==> config.mk <==
export PLATFORM = sky130hd
export DESIGN_NAME = seg_page_xlate
export DESIGN_NICKNAME = d
export VERILOG_FILES = /design/src/rtl/spx_pkg.sv /design/src/rtl/spx_seg_file.sv /design/src/rtl/spx_limit_chk.sv /design/src/rtl/spx_walk_fsm.sv /design/src/rtl/seg_page_xlate.sv
export SDC_FILE = /design/constraint.sdc
export NUM_CORES = 1
export LEC_CHECK = 0
export BUFFER_PORTS_ARGS = -buffer_cell sky130_fd_sc_hd__buf_4
export CORE_MARGIN = 5
export CORE_UTILIZATION = 40
export CTS_CLUSTER_SIZE = 25
export DETAILED_ROUTE_END_ITERATION = 6
export GPL_TIMING_DRIVEN = 0
export SETUP_SLACK_MARGIN = 0.02
export SLEW_MARGIN = 20
export SYNTH_ARGS = -nofsm -noshare
export SYNTH_HDL_FRONTEND = slang
export SYNTH_SLANG_ARGS = --single-unit
==> constraint.sdc <==
create_clock -name clk -period 11.4 [get_ports clk]
set_input_delay 2.28 -clock clk [delete_from_list [all_inputs] [get_ports clk]]
set_output_delay 2.28 -clock clk [all_outputs]
set_load 0.01 [all_outputs]
==> src/rtl/spx_pkg.sv <==
package spx_pkg;
  localparam int ADDR_W      = 32;
  localparam int PRESENT_BIT = 0;
  localparam int WRITE_BIT   = 1;
  localparam int PTE_SHIFT   = 2;

  typedef enum logic [1:0] {
    FLT_NONE    = 2'd0,
    FLT_LIMIT   = 2'd1,
    FLT_ABSENT  = 2'd2,
    FLT_NOWRITE = 2'd3
  } fault_e;

  typedef enum logic [1:0] {
    ST_IDLE = 2'd0,
    ST_READ = 2'd1,
    ST_RESP = 2'd2
  } walk_st_e;
endpackage

==> src/rtl/spx_seg_file.sv <==
module spx_seg_file #(
  parameter int SEG_W   = 4,
  parameter int BASE_W  = 32,
  parameter int LIMIT_W = 17
) (
  input  logic               clk,
  input  logic               rst_n,
  input  logic               wr_en,
  input  logic [SEG_W-1:0]   wr_idx,
  input  logic [BASE_W-1:0]  wr_base,
  input  logic [LIMIT_W-1:0] wr_limit,
  input  logic [SEG_W-1:0]   rd_idx,
  output logic [BASE_W-1:0]  rd_base,
  output logic [LIMIT_W-1:0] rd_limit
);
  localparam int NSEG = 1 << SEG_W;

  logic [BASE_W-1:0]  base_q  [NSEG];
  logic [LIMIT_W-1:0] limit_q [NSEG];

  for (genvar g = 0; g < NSEG; g++) begin : g_seg
    always_ff @(posedge clk) begin
      if (!rst_n) begin
        base_q[g]  <= '0;
        limit_q[g] <= '0;
      end else if (wr_en && (wr_idx == SEG_W'(g))) begin
        base_q[g]  <= wr_base;
        limit_q[g] <= wr_limit;
      end
    end
  end

  assign rd_base  = base_q[rd_idx];
  assign rd_limit = limit_q[rd_idx];
endmodule

==> src/rtl/spx_limit_chk.sv <==
module spx_limit_chk #(
  parameter int PAGE_W = 16
) (
  input  logic [PAGE_W-1:0] page,
  input  logic [PAGE_W:0]   limit,
  output logic              out_of_range
);
  // A zero limit makes every page out of range (unused segment).
  assign out_of_range = ({1'b0, page} >= limit);
endmodule

==> src/rtl/spx_walk_fsm.sv <==
module spx_walk_fsm
  import spx_pkg::*;
#(
  parameter int OFF_W = 12
) (
  input  logic              clk,
  input  logic              rst_n,
  input  logic              start,
  input  logic              limit_fail,
  input  logic [ADDR_W-1:0] entry_addr,
  input  logic [OFF_W-1:0]  offset,
  input  logic              is_write,
  input  logic              mem_rd_resp,
  input  logic [ADDR_W-1:0] mem_rd_data,
  output logic              idle,
  output logic              mem_rd_valid,
  output logic [ADDR_W-1:0] mem_rd_addr,
  output logic              rsp_valid,
  output logic [1:0]        rsp_code,
  output logic [ADDR_W-1:0] rsp_paddr
);
  walk_st_e          st_q;
  logic [ADDR_W-1:0] addr_q;
  logic [OFF_W-1:0]  off_q;
  logic              wr_q;
  fault_e            code_q;
  logic [ADDR_W-1:0] pa_q;

  function automatic logic [ADDR_W-1:0] join_frame(
    input logic [ADDR_W-1:0] pte, input logic [OFF_W-1:0] off);
    return {pte[ADDR_W-1:OFF_W], off};
  endfunction

  function automatic fault_e judge(input logic [ADDR_W-1:0] pte, input logic wr);
    if (!pte[PRESENT_BIT])          return FLT_ABSENT;
    else if (wr && !pte[WRITE_BIT]) return FLT_NOWRITE;
    else                            return FLT_NONE;
  endfunction

  logic   unused_pte_bits;
  fault_e verdict;

  assign unused_pte_bits = ^mem_rd_data[OFF_W-1:WRITE_BIT+1];
  assign verdict = judge(mem_rd_data, wr_q);

  always_ff @(posedge clk) begin
    if (!rst_n) begin
      st_q   <= ST_IDLE;
      addr_q <= '0;
      off_q  <= '0;
      wr_q   <= 1'b0;
      code_q <= FLT_NONE;
      pa_q   <= '0;
    end else begin
      unique case (st_q)
        ST_IDLE: if (start) begin
          if (limit_fail) begin
            code_q <= FLT_LIMIT;
            pa_q   <= '0;
            st_q   <= ST_RESP;
          end else begin
            addr_q <= entry_addr;
            off_q  <= offset;
            wr_q   <= is_write;
            st_q   <= ST_READ;
          end
        end
        ST_READ: if (mem_rd_resp) begin
          code_q <= verdict;
          pa_q   <= (verdict == FLT_NONE) ? join_frame(mem_rd_data, off_q) : '0;
          st_q   <= ST_RESP;
        end
        default: st_q <= ST_IDLE;
      endcase
    end
  end

  assign idle         = (st_q == ST_IDLE);
  assign mem_rd_valid = (st_q == ST_READ);
  assign mem_rd_addr  = addr_q;
  assign rsp_valid    = (st_q == ST_RESP);
  assign rsp_code     = code_q;
  assign rsp_paddr    = pa_q;
endmodule

==> src/rtl/seg_page_xlate.sv <==
module seg_page_xlate
  import spx_pkg::*;
#(
  parameter int SEG_W  = 4,
  parameter int PAGE_W = 16
) (
  input  logic              clk,
  input  logic              rst_n,
  input  logic              cfg_we,
  input  logic [SEG_W-1:0]  cfg_seg,
  input  logic [ADDR_W-1:0] cfg_base,
  input  logic [PAGE_W:0]   cfg_bound,
  input  logic              req_valid,
  input  logic              req_write,
  input  logic [ADDR_W-1:0] req_addr,
  output logic              req_ready,
  output logic              mem_rd_valid,
  output logic [ADDR_W-1:0] mem_rd_addr,
  input  logic              mem_rd_resp,
  input  logic [ADDR_W-1:0] mem_rd_data,
  output logic              rsp_valid,
  output logic [1:0]        rsp_code,
  output logic [ADDR_W-1:0] rsp_paddr
);
  localparam int OFF_W   = ADDR_W - SEG_W - PAGE_W;
  localparam int LIMIT_W = PAGE_W + 1;

  function automatic logic [ADDR_W-1:0] entry_location(
    input logic [ADDR_W-1:0] base, input logic [PAGE_W-1:0] page);
    return base + (ADDR_W'(page) << PTE_SHIFT);
  endfunction

  logic [SEG_W-1:0]   seg_idx;
  logic [PAGE_W-1:0]  page_idx;
  logic [OFF_W-1:0]   page_off;
  logic [ADDR_W-1:0]  seg_base;
  logic [LIMIT_W-1:0] seg_limit;
  logic               fsm_idle;
  // Named events used by the checker
  logic               acc_fire;
  logic               limit_fail;
  logic               load_taken;

  assign seg_idx  = req_addr[ADDR_W-1 -: SEG_W];
  assign page_idx = req_addr[OFF_W +: PAGE_W];
  assign page_off = req_addr[OFF_W-1:0];

  assign req_ready  = fsm_idle && !cfg_we;
  assign acc_fire   = req_valid && req_ready;
  assign load_taken = cfg_we && fsm_idle;

  spx_seg_file #(.SEG_W(SEG_W), .BASE_W(ADDR_W), .LIMIT_W(LIMIT_W)) u_segs (
    .clk      (clk),
    .rst_n    (rst_n),
    .wr_en    (load_taken),
    .wr_idx   (cfg_seg),
    .wr_base  (cfg_base),
    .wr_limit (cfg_bound),
    .rd_idx   (seg_idx),
    .rd_base  (seg_base),
    .rd_limit (seg_limit)
  );

  spx_limit_chk #(.PAGE_W(PAGE_W)) u_limit (
    .page         (page_idx),
    .limit        (seg_limit),
    .out_of_range (limit_fail)
  );

  spx_walk_fsm #(.OFF_W(OFF_W)) u_walk (
    .clk          (clk),
    .rst_n        (rst_n),
    .start        (acc_fire),
    .limit_fail   (limit_fail),
    .entry_addr   (entry_location(seg_base, page_idx)),
    .offset       (page_off),
    .is_write     (req_write),
    .mem_rd_resp  (mem_rd_resp),
    .mem_rd_data  (mem_rd_data),
    .idle         (fsm_idle),
    .mem_rd_valid (mem_rd_valid),
    .mem_rd_addr  (mem_rd_addr),
    .rsp_valid    (rsp_valid),
    .rsp_code     (rsp_code),
    .rsp_paddr    (rsp_paddr)
  );
endmodule

==> impl_table.tex, run 1 <==
\begin{tabular}{lr}
\hline
Metric & Value \\
\hline
\multicolumn{2}{l}{\textbf{Final layout}} \\
\quad Final core utilization & 48.0\% \\
\quad Fraction of final layout cells with drive strength greater than 1 & 21.3\% \\
\quad Sequential standard cell area & 25200 um\^{}2 \\
\quad Multi-input gate area & 13500 um\^{}2 \\
\quad Net total in the final layout & 3078 \\
\quad Count of placed standard cells in the final layout, fillers left out & 4283 \\
\quad Layout-stage area growth over the synthesis result & 19.2\% \\
\quad Final non-filler cell area & 47200 um\^{}2 \\
\quad Number of fillers in the final layout & $\sim$8.4k \\
\multicolumn{2}{l}{\textbf{Detailed routing}} \\
\quad Antenna Violating Nets Remaining & 0 \\
\quad Total Routed Length & 124 mm \\
\quad Vias per std cell & 5.63 \\
\quad Average routed wire per standard cell & between 20 and 30 um \\
\quad Via Count & 24.1k \\
\quad Number of DRC markers after the initial detailed-route iteration & 2677 \\
\quad Drt pass-1 iters & 6 \\
\quad Detailed-route DRC error count & 0 \\
\multicolumn{2}{l}{\textbf{STA}} \\
\quad Setup total negative slack & 0 ps \\
\quad Transition time at the pin with the least slew margin & 1270 ps \\
\quad Worst slew margin relative to its limit & 15.5\% \\
\quad Crit path time final & 8130 ps \\
\quad Clock tree skew after final layout & 23.6 ps \\
\quad Period utilization & 71.3\% \\
\quad Final setup violation count & 0 \\
\quad Number of slew-limit violations in the final report & 0 \\
\quad Upper clock frequency limit & 123 MHz \\
\quad Final hold violation count & 0 \\
\quad Setup repair after global routing missed its margin & no \\
\multicolumn{2}{l}{\textbf{Clocking}} \\
\quad Quantity of hold-fixing buffers added after cts & 0 \\
\quad Depth of the CTS H-tree & 3 \\
\quad Bufs on Longest Clock Path & 3 \\
\quad Clock transition time at the flip-flop clock pins of the worst setup and hold paths & $\sim$60 ps \\
\quad Number of buffers created by CTS & approximately 90 \\
\quad Root Buffer Master & clkbuf\_16 \\
\quad Setup bufs post-CTS & 0 \\
\quad TritonCTS clock tree & built \\
\quad Clk Latency, worst-skew pair & 660 ps \\
\quad Resized Gates After CTS & 0 \\
\quad Clock Sink Count & around 870 \\
\multicolumn{2}{l}{\textbf{Floorplan}} \\
\quad Overall die area & around 110000 um\^{}2 \\
\quad Initial standard-cell utilization of the core & 40.3\% \\
\quad IO Count & about 190 \\
\quad Horizontal die dimension & 325 um \\
\quad Core region area & approximately 98000 um\^{}2 \\
\quad Total number of placement rows & 115 \\
\quad Die Y-Extent & 325 um \\
\multicolumn{2}{l}{\textbf{Placed design}} \\
\quad Total half-perimeter wirelength after legalization and detailed placement & 87.3 mm \\
\quad Gpl congestion & 0.844 \\
\quad Port Buffer Count & 179 \\
\quad Placement Cell Area & 44300 um\^{}2 \\
\quad Placed Instances & 4116 \\
\multicolumn{2}{l}{\textbf{Worst setup path}} \\
\quad Slowest stage delay, CP & 870 ps \\
\quad Critical-path top delay cell & buf\_1 \\
\quad Max FO, Critical Path & 10 \\
\quad Required time of the worst setup path & around 12000 ps \\
\quad Cells traversed along the worst timing path & buf\_4 -> buf\_6 -> buf\_6 -> buf\_6 -> buf\_2 -> clkbuf\_1 -> buf\_1 -> mux4\_2 -> mux4\_2 -> ha\_1 -> a21oi\_1 -> o21ai\_0 -> o21ai\_0 -> a21oi\_1 -> o21ai\_1 -> nor2\_1 -> xnor2\_1 -> a211oi\_1 \\
\quad Worst path most repeated cell & buf\_6 \\
\quad Kind of end point of the critical path & flop \\
\quad Register-to-register setup slack & about 6700 ps \\
\quad Arrival time of data at the critical path endpoint & between 8000 and 9000 ps \\
\quad Type of the worst setup path & input pin to flop \\
\quad Origin of the critical flop-to-flop path & u\_segs.base\_q[14][6] \\
\quad Endpoint of the most critical register-to-register path & u\_walk.mem\_rd\_addr[21] \\
\quad Logic depth of the worst register-to-register path & 11 \\
\quad Type of origin of the critical path & input pin \\
\multicolumn{2}{l}{\textbf{Global routing}} \\
\quad Total congestion overflow & 0 \\
\quad Maximum number of pins on one net before global-route repair & 16 \\
\quad Number of global-route vias before repair & 25.0k \\
\quad Global-route wire length before repair & around 180 mm \\
\quad Antenna violations before repair & 14 \\
\quad Total global routing track utilization & 23.2\% \\
\multicolumn{2}{l}{\textbf{Worst hold path}} \\
\quad Worst min-delay path startpoint & u\_walk.off\_q[1] \\
\quad Cell count of the worst hold path & 2 \\
\quad Worst hold path class & flop to flop \\
\quad Worst Hold Endpoint & u\_walk.rsp\_paddr[1] \\
\multicolumn{2}{l}{\textbf{Power and ir drop}} \\
\quad Peak ir drop on the vdd network & $\sim$0.00011 V \\
\quad Lkg Pwr & roughly 0.017 uW \\
\quad Power consumption & 7310 uW \\
\quad Cell Pwr Density & approximately 150 nW/um\^{}2 \\
\multicolumn{2}{l}{\textbf{Run}} \\
\quad Number of violations of the max-capacitance limit & 0 \\
\multicolumn{2}{l}{\textbf{Synth}} \\
\quad Synth Instances & approximately 2.6k \\
\quad EDFF count, synth & 784 \\
\quad Synth Net Count & 2744 \\
\quad Async S/R FF share, synth & 0\% \\
\quad Netlist cell types & 72 \\
\quad Part of the Yosys area used for sequential elements & a little under two thirds \\
\quad Most used flip-flop cell after synthesis & edfxtp\_1 \\
\quad Cell Area, Synth & 39600 um\^{}2 \\
\quad Synth warnings & 0 \\
\quad Post-Syn Area per Cell & 15.3 um\^{}2 \\
\quad Number of synthesized register bits & 865 \\
\multicolumn{2}{l}{\textbf{Run status}} \\
\quad Run status & complete, no violations \\
\hline
\end{tabular}
==> power by group <==
group	total [uW]	leakage, uW	internal, uW	switching, uW
registers	3630	0.00874	3590	39.7
logic	791	0.00737	333	458
clock network	2890	0.00138	1660	1230
total	7310	0.0175	5580	1730
==> layout make-up <==
cell class,count,area share (%)
Buffer,213,2.29
Tap cell,1287,3.41
Clock inverter,50,1.09
Timing Repair Buffer,243,6.23
Clock buffer,110,4.93
Inverter,25,0.199
Multi-Input combinational cell,1485,28.5
Sequential cell,865,53.3
Antenna cell,5,0.0265
==> through the flow <==
stage          setup slack, ps  hold WS, ps
6_report                  3270          454
5_1_grt                   3040          469
4_1_cts                   3390          452
3_5_place_dp              2690          445
3_3_place_gp             -1150          438
2_1_floorplan             4580          428
==> Yosys cell counts, types with 8 or more instances <==
master / instances / area (um^2)
and2_1: 785 / 4910
edfxtp_1: 784 / 23500
mux4_2: 186 / 4190
clkbuf_1: 160 / 601
dfxtp_1: 81 / 1620
nor2_1: 67 / 251
o21ai_0: 67 / 335
nand2_1: 59 / 221
mux4_1: 45 / 1180
nand3_1: 40 / 200
a21oi_1: 36 / 180
mux2i_1: 35 / 350
ha_1: 32 / 400
inv_1: 24 / 90.1
buf_2: 23 / 115
xnor2_1: 15 / 131
xor2_1: 10 / 87.6
nand2b_1: 9 / 56.3
buf_1: 8 / 30.0
o22ai_1: 8 / 50.1
==> metal layers <==
metal / wire length, um / GRT usage (%) / vias up
li1: - / - / 10200
met1: 46400 / 29.1 / 12300
met2: 60800 / 39.4 / 1252
met3: 12200 / 5.49 / 268
met4: 4960 / 8.84 / 2
met5: 13 / 0 / -
==> sequential cells by signal, summed over array words and instances, names as in the netlist <==
register	flops
u_segs.base_q	512
u_segs.limit_q	272
u_walk.mem_rd_addr	32
u_walk.off_q	12
u_walk.rsp_code	2
u_walk.rsp_paddr	32
u_walk.st_q	2
u_walk.wr_q	1
==> kinds of logic (layout without fill, tap and decap cells) <==
| family | Yosys count | in the layout | share of synthesized area [%] |
|---|---|---|---|
| mux | 268 | 268 | 14.5 |
| compound gates | 158 | 158 | 2.43 |
| xor+xnor | 25 | 25 | 0.553 |
| flops | 865 | 865 | 63.5 |
| simple gates | 1001 | 1001 | 15.0 |
| buf+inv | 238 | 641 | 2.95 |
| other cells | 0 | 5 | 0 |
| fa+ha+maj | 33 | 33 | 1.06 |
==> worst max-delay path: cells and delay by family <==
family,cells,cell delay [ps]
adder cells (fa/ha/maj),1,350
XOR/XNOR,1,180
buffers and inverters,7,2280
AND/OR/NAND/NOR,1,120
multiplexers,2,890
AO/OA/AOI/OAI,6,2560
==> worst max path at each step <==
| stage | from | to | slack (ps) | cells after the start |
|---|---|---|---|---|
| global route | req_addr[29] | u_walk.mem_rd_addr[25] | 3040 | 18 |
| finish | req_addr[29] | u_walk.mem_rd_addr[21] | 3270 | 18 |
| CTS | req_addr[29] | u_walk.mem_rd_addr[21] | 3390 | 18 |
| global placement | cfg_we | u_segs.base_q[0][28] | -1150 | 5 |
| detailed placement | req_addr[29] | u_walk.mem_rd_addr[21] | 2690 | 18 |
| floorplan | cfg_seg[1] | u_segs.base_q[4][0] | 4580 | 3 |
==> cells in the final DEF, fill, tap and decap left out, types with 6 or more instances in the layout <==
master     Yosys  layout
buf_1          8       8
nand3_1       40      40
mux4_2       186     186
clkbuf_1     160     175
buf_8          1      11
o21ai_4        1      17
o21ai_0       67      51
mux4_1        45      45
clkinv_1       0      20
buf_16         0      52
ha_1          32      32
nor2_1        67      67
nor3_1         7       7
buf_6          6       6
xor2_1        10      10
clkinv_2       0      12
xnor2_1       15      15
buf_4          2     181
o21ai_1        7       7
dfxtp_1       81      81
buf_12         7       7
o22ai_1        8       8
clkbuf_16      0      90
a21oi_1       36      36
nand2b_1       9       9
bufinv_16      0       9
nand2_1       59      59
and2_1       785     785
inv_1         24      24
mux2i_1       35      35
a211oi_1       7       7
edfxtp_1     784     784
buf_2         23      23
Power figures use the tool's default switching activity.
==> inputs of run 2 (changes only) <==
--- a/config.mk
+++ b/config.mk
@@ -5,6 +5,7 @@
 export SDC_FILE = /design/constraint.sdc
 export NUM_CORES = 1
 export LEC_CHECK = 0
+export ABC_AREA = 1
 export BUFFER_PORTS_ARGS = -buffer_cell sky130_fd_sc_hd__buf_4
 export CORE_MARGIN = 5
 export CORE_UTILIZATION = 40
==> constraint.sdc (replaced) <==
create_clock -name clk -period 7.6 [get_ports clk]
set_input_delay 1.52 -clock clk [delete_from_list [all_inputs] [get_ports clk]]
set_output_delay 1.52 -clock clk [all_outputs]
set_load 0.01 [all_outputs]
==> impl_table.tex, run 2 <==
\begin{tabular}{lr}
\hline
Metric & Value \\
\hline
\multicolumn{2}{l}{\textbf{Floorplan}} \\
\quad Overall die area & 105000 um\^{}2 (about the same) \\
\quad Die Y-Extent & 324 um (was 325 um) \\
\quad Horizontal die dimension & 324 um (was 325 um) \\
\quad Initial standard-cell utilization of the core & 40.2\% (was 40.3\%) \\
\quad IO Count & 192 (unchanged) \\
\quad Total number of placement rows & 115 (unchanged) \\
\quad Core region area & 98100 um\^{}2 (was 98400 um\^{}2) \\
\multicolumn{2}{l}{\textbf{Synth}} \\
\quad Number of synthesized register bits & 865 (unchanged) \\
\quad Part of the Yosys area used for sequential elements & 63.7\% (was 63.5\%) \\
\quad Dominant cells by area after synthesis & edfxtp\_1 60\%, nor2\_1 12\%, nand2\_1 4.7\% (was edfxtp\_1 59\%, and2\_1 12\%, mux4\_2 11\%) \\
\quad Synth warnings & 0 (unchanged) \\
\quad EDFF count, synth & 784 (unchanged) \\
\quad Cell Area, Synth & 39500 um\^{}2 (was 39600 um\^{}2) \\
\quad Synth Instances & 4022 (was 2588) \\
\quad Post-synth top area share & 59.6\% (was 59.4\%) \\
\quad Largest area contributor in the synthesized netlist & edfxtp\_1 (unchanged) \\
\quad Netlist cell types & 47 (was 72) \\
\quad Async S/R FF share, synth & 0\% (unchanged) \\
\quad Synth Net Count & 4178 (was 2744) \\
\quad Most frequently used cell type in the post-synthesis netlist & nor2\_1 (was and2\_1) \\
\quad Post-Syn Area per Cell & 9.82 um\^{}2 (was 15.3 um\^{}2) \\
\quad Leading cell types by count after synthesis & 1248 x nor2\_1, 784 x edfxtp\_1, 491 x nand2\_1, 336 x o21ai\_0, 230 x clkbuf\_1 (was 785 x and2\_1, 784 x edfxtp\_1, 186 x mux4\_2, 160 x clkbuf\_1, 81 x dfxtp\_1) \\
\quad Most used flip-flop cell after synthesis & edfxtp\_1 (unchanged) \\
\multicolumn{2}{l}{\textbf{Final layout}} \\
\quad Most frequent standard cell in the layout excluding fill and tap cells & nor2\_1 (was and2\_1) \\
\quad Net total in the final layout & 4480 (was 3078) \\
\quad Fraction of final layout cells with drive strength greater than 1 & 11.3\% (was 21.3\%) \\
\quad Number of fillers in the final layout & 9255 (was 8427) \\
\quad Layout-stage area growth over the synthesis result & 17.3\% (was 19.2\%) \\
\quad Largest register by flop count & u\_segs.base\_q (unchanged) \\
\quad Most frequent cells in the layout & 1248 x nor2\_1, 784 x edfxtp\_1, 479 x nand2\_1, 332 x o21ai\_0, 239 x clkbuf\_1 (was 785 x and2\_1, 784 x edfxtp\_1, 186 x mux4\_2, 181 x buf\_4, 175 x clkbuf\_1) \\
\quad Max reg flops & 512 (unchanged) \\
\quad Count of placed standard cells in the final layout, fillers left out & 5687 (was 4283) \\
\quad Leading registers by flop count & u\_segs.base\_q x512, u\_segs.limit\_q x272 (unchanged) \\
\quad Final core utilization & 47.2\% (was 48.0\%) \\
\multicolumn{2}{l}{\textbf{Worst setup path}} \\
\quad Max FO, Critical Path & 10 (unchanged) \\
\quad Logic depth of the worst register-to-register path & 23 (was 11) \\
\quad Required time of the worst setup path & 8200 ps (was 11960 ps) \\
\quad Arrival time of data at the critical path endpoint & 6560 ps (was 8690 ps) \\
\quad Kind of end point of the critical path & flop (unchanged) \\
\quad Type of the worst setup path & input pin to flop (unchanged) \\
\quad Type of origin of the critical path & input pin (unchanged) \\
\multicolumn{2}{l}{\textbf{Global routing}} \\
\quad Total global routing track utilization & 29.0\% (was 23.2\%) \\
\quad Total congestion overflow & 0 (unchanged) \\
\quad Maximum number of pins on one net before global-route repair & 33 (was 16) \\
\quad Global-route wire length before repair & 219 mm (was 178 mm) \\
\quad Number of global-route vias before repair & 31.4k (was 25.0k) \\
\quad Antenna violations before repair & 6 (was 14) \\
\multicolumn{2}{l}{\textbf{STA}} \\
\quad Period utilization & roughly four fifths \\
\quad Number of slew-limit violations in the final report & 0 (unchanged) \\
\quad Setup repair after global routing missed its margin & no (unchanged) \\
\quad Clock tree skew after final layout & 28.2 ps (was 23.6 ps) \\
\quad Final setup violation count & 0 (unchanged) \\
\quad Transition time at the pin with the least slew margin & 1150 ps (was 1270 ps) \\
\quad Final hold violation count & 0 (unchanged) \\
\quad Crit path time final & between 5000 and 6000 ps \\
\quad Upper clock frequency limit & 168 MHz \\
\quad Worst slew margin relative to its limit & 23.3\% (was 15.5\%) \\
\quad Fin worst setup slack & 1630 ps (was 3270 ps) \\
\quad Hold\_ws & 478 ps (was 454 ps) \\
\multicolumn{2}{l}{\textbf{Detailed routing}} \\
\quad Number of DRC markers after the initial detailed-route iteration & 5140 (was 2677) \\
\quad Detailed-route DRC error count & 6 (was 0) \\
\quad Total Routed Length & 158 mm (was 124 mm) \\
\quad Vias per std cell & 5.89 (was 5.63) \\
\quad Average routed wire per standard cell & 27.7 um (was 29.0 um) \\
\quad Via Count & 33.5k (was 24.1k) \\
\quad Drt pass-1 iters & 7 (was 6) \\
\quad Antenna Violating Nets Remaining & 0 (unchanged) \\
\multicolumn{2}{l}{\textbf{Placed design}} \\
\quad Gpl congestion & 0.901 (was 0.844) \\
\quad Port Buffer Count & 178 (was 179) \\
\quad Total half-perimeter wirelength after legalization and detailed placement & 102 mm (was 87.3 mm) \\
\quad Placed Instances & 5514 (was 4116) \\
\quad Post-placement worst setup slack & 841 ps (was 2690 ps) \\
\multicolumn{2}{l}{\textbf{Worst hold path}} \\
\quad Worst hold path class & flop to flop (unchanged) \\
\quad Cell count of the worst hold path & 2 (unchanged) \\
\multicolumn{2}{l}{\textbf{Clocking}} \\
\quad Number of buffers created by CTS & 95 (was 89) \\
\quad Clock Sink Count & 865 (unchanged) \\
\quad Clock transition time at the flip-flop clock pins of the worst setup and hold paths & 60 ps (about the same) \\
\quad TritonCTS clock tree & built (unchanged) \\
\quad Root Buffer Master & clkbuf\_16 (unchanged) \\
\quad Quantity of hold-fixing buffers added after cts & 0 (unchanged) \\
\quad Resized Gates After CTS & 0 (unchanged) \\
\quad Depth of the CTS H-tree & 3 (unchanged) \\
\quad Clk Latency, worst-skew pair & 680 ps (was 660 ps) \\
\quad Setup bufs post-CTS & 0 (unchanged) \\
\quad Bufs on Longest Clock Path & 3 (unchanged) \\
\multicolumn{2}{l}{\textbf{Power and ir drop}} \\
\quad Peak ir drop on the vdd network & 0.000164 V (was 0.000110 V) \\
\quad Cell Pwr Density & 249 nW/um\^{}2 (was 155 nW/um\^{}2) \\
\quad Power consumption & 11500 uW (was 7310 uW) \\
\quad Lkg Pwr & 0.0185 uW (was 0.0175 uW) \\
\multicolumn{2}{l}{\textbf{Run status}} \\
\quad Run status & finished, violations left (was complete, no violations) \\
\quad Failing checks & design-rule violations \\
\multicolumn{2}{l}{\textbf{Run}} \\
\quad Number of violations of the max-capacitance limit & 0 (unchanged) \\
\hline
\end{tabular}
[run 2: cell types whose count changed in the layout (fill, tap and decap cells not counted), sizes merged, moves of 72 or more]
cell	change
inv	+158
and2	-785
mux4	-231
nand3	+158
o21ai	+271
nand2	+441
o221ai	+103
clkbuf	+72
nor2	+1184
[run 2: layout make-up]
| cell class | count | area (um^2) | share of cell area (%) |
|---|---|---|---|
| antenna | 2 | 5.00 | 0.0108 |
| buffer | 327 | 1490 | 3.22 |
| clock buffer | 118 | 2540 | 5.49 |
| clock inverter | 53 | 515 | 1.11 |
| inverter | 180 | 686 | 1.48 |
| multi-input combinational | 2650 | 12300 | 26.5 |
| sequential | 865 | 25200 | 54.3 |
| tap | 1287 | 1610 | 3.48 |
| timing repair buffer | 205 | 2010 | 4.35 |
[run 2: cell families after synthesis]
| group | share of synthesized area (%) |
|---|---|
| adders and majority gates | 1.06 |
| xor gates and xnor gates | 0.466 |
| DFF | 63.7 |
| and+or+nand+nor | 19.7 |
| AOI/OAI and AO/OA | 9.57 |
| buffers and inverters | 5.49 |
[run 2: path summary, 6_finish.rpt]
| path | to | from | slack (ps) |
|---|---|---|---|
| max | u_walk.mem_rd_addr[29] | req_addr[30] | 1630 |
| min | u_walk.rsp_paddr[5] | u_walk.rsp_paddr[5] | 480 |
| max reg2reg | u_walk.wr_q | u_segs.limit_q[7][4] | 3930 |
| min reg2reg | u_walk.rsp_paddr[5] | u_walk.rsp_paddr[5] | 480 |
[run 2: critical path, cell delays in order]
cell	delay [ps]
buf_2	220
inv_2	220
buf_2	450
clkbuf_2	600
clkbuf_1	780
o221ai_1	270
o211ai_1	180
nand2_1	320
ha_1	420
nand2_1	50
nor2_1	120
nand2_1	60
nand3_1	150
a21oi_1	170
o21ai_0	370
nand2_1	120
nand2_2	170
nand3_1	100
nand2_1	70
nand2_1	70
a21oi_2	110
[run 2: stage by stage]
| stage | instance area, um^2 | setup TNS, ps |
|---|---|---|
| after floorplan | 39500 | 0 |
| final | 46300 | 0 |
| after CTS | 46300 | 0 |
| after detailed placement | 43300 | 0 |
| after global routing | 46300 | 0 |
| after global placement | 42400 | -732510 |
[run 2: per-layer routing]
layer  share of wire, %  wire length (um)  up-vias  global-route usage (%)
met5              0.015                24        -                       0
met4                6.1              9640        4                    14.7
met3                 14             21600      556                    8.09
met2                 44             68900     2541                    44.2
met1                 36             57400    16100                    38.1
li1                   -                 -    14300                       -
[run 2: power breakdown]
part	internal, uW	total [uW]	switching [uW]
sequential	5390	5460	66.8
clock	2650	4640	1990
combinational	405	1420	1010
total	8440	11500	3070
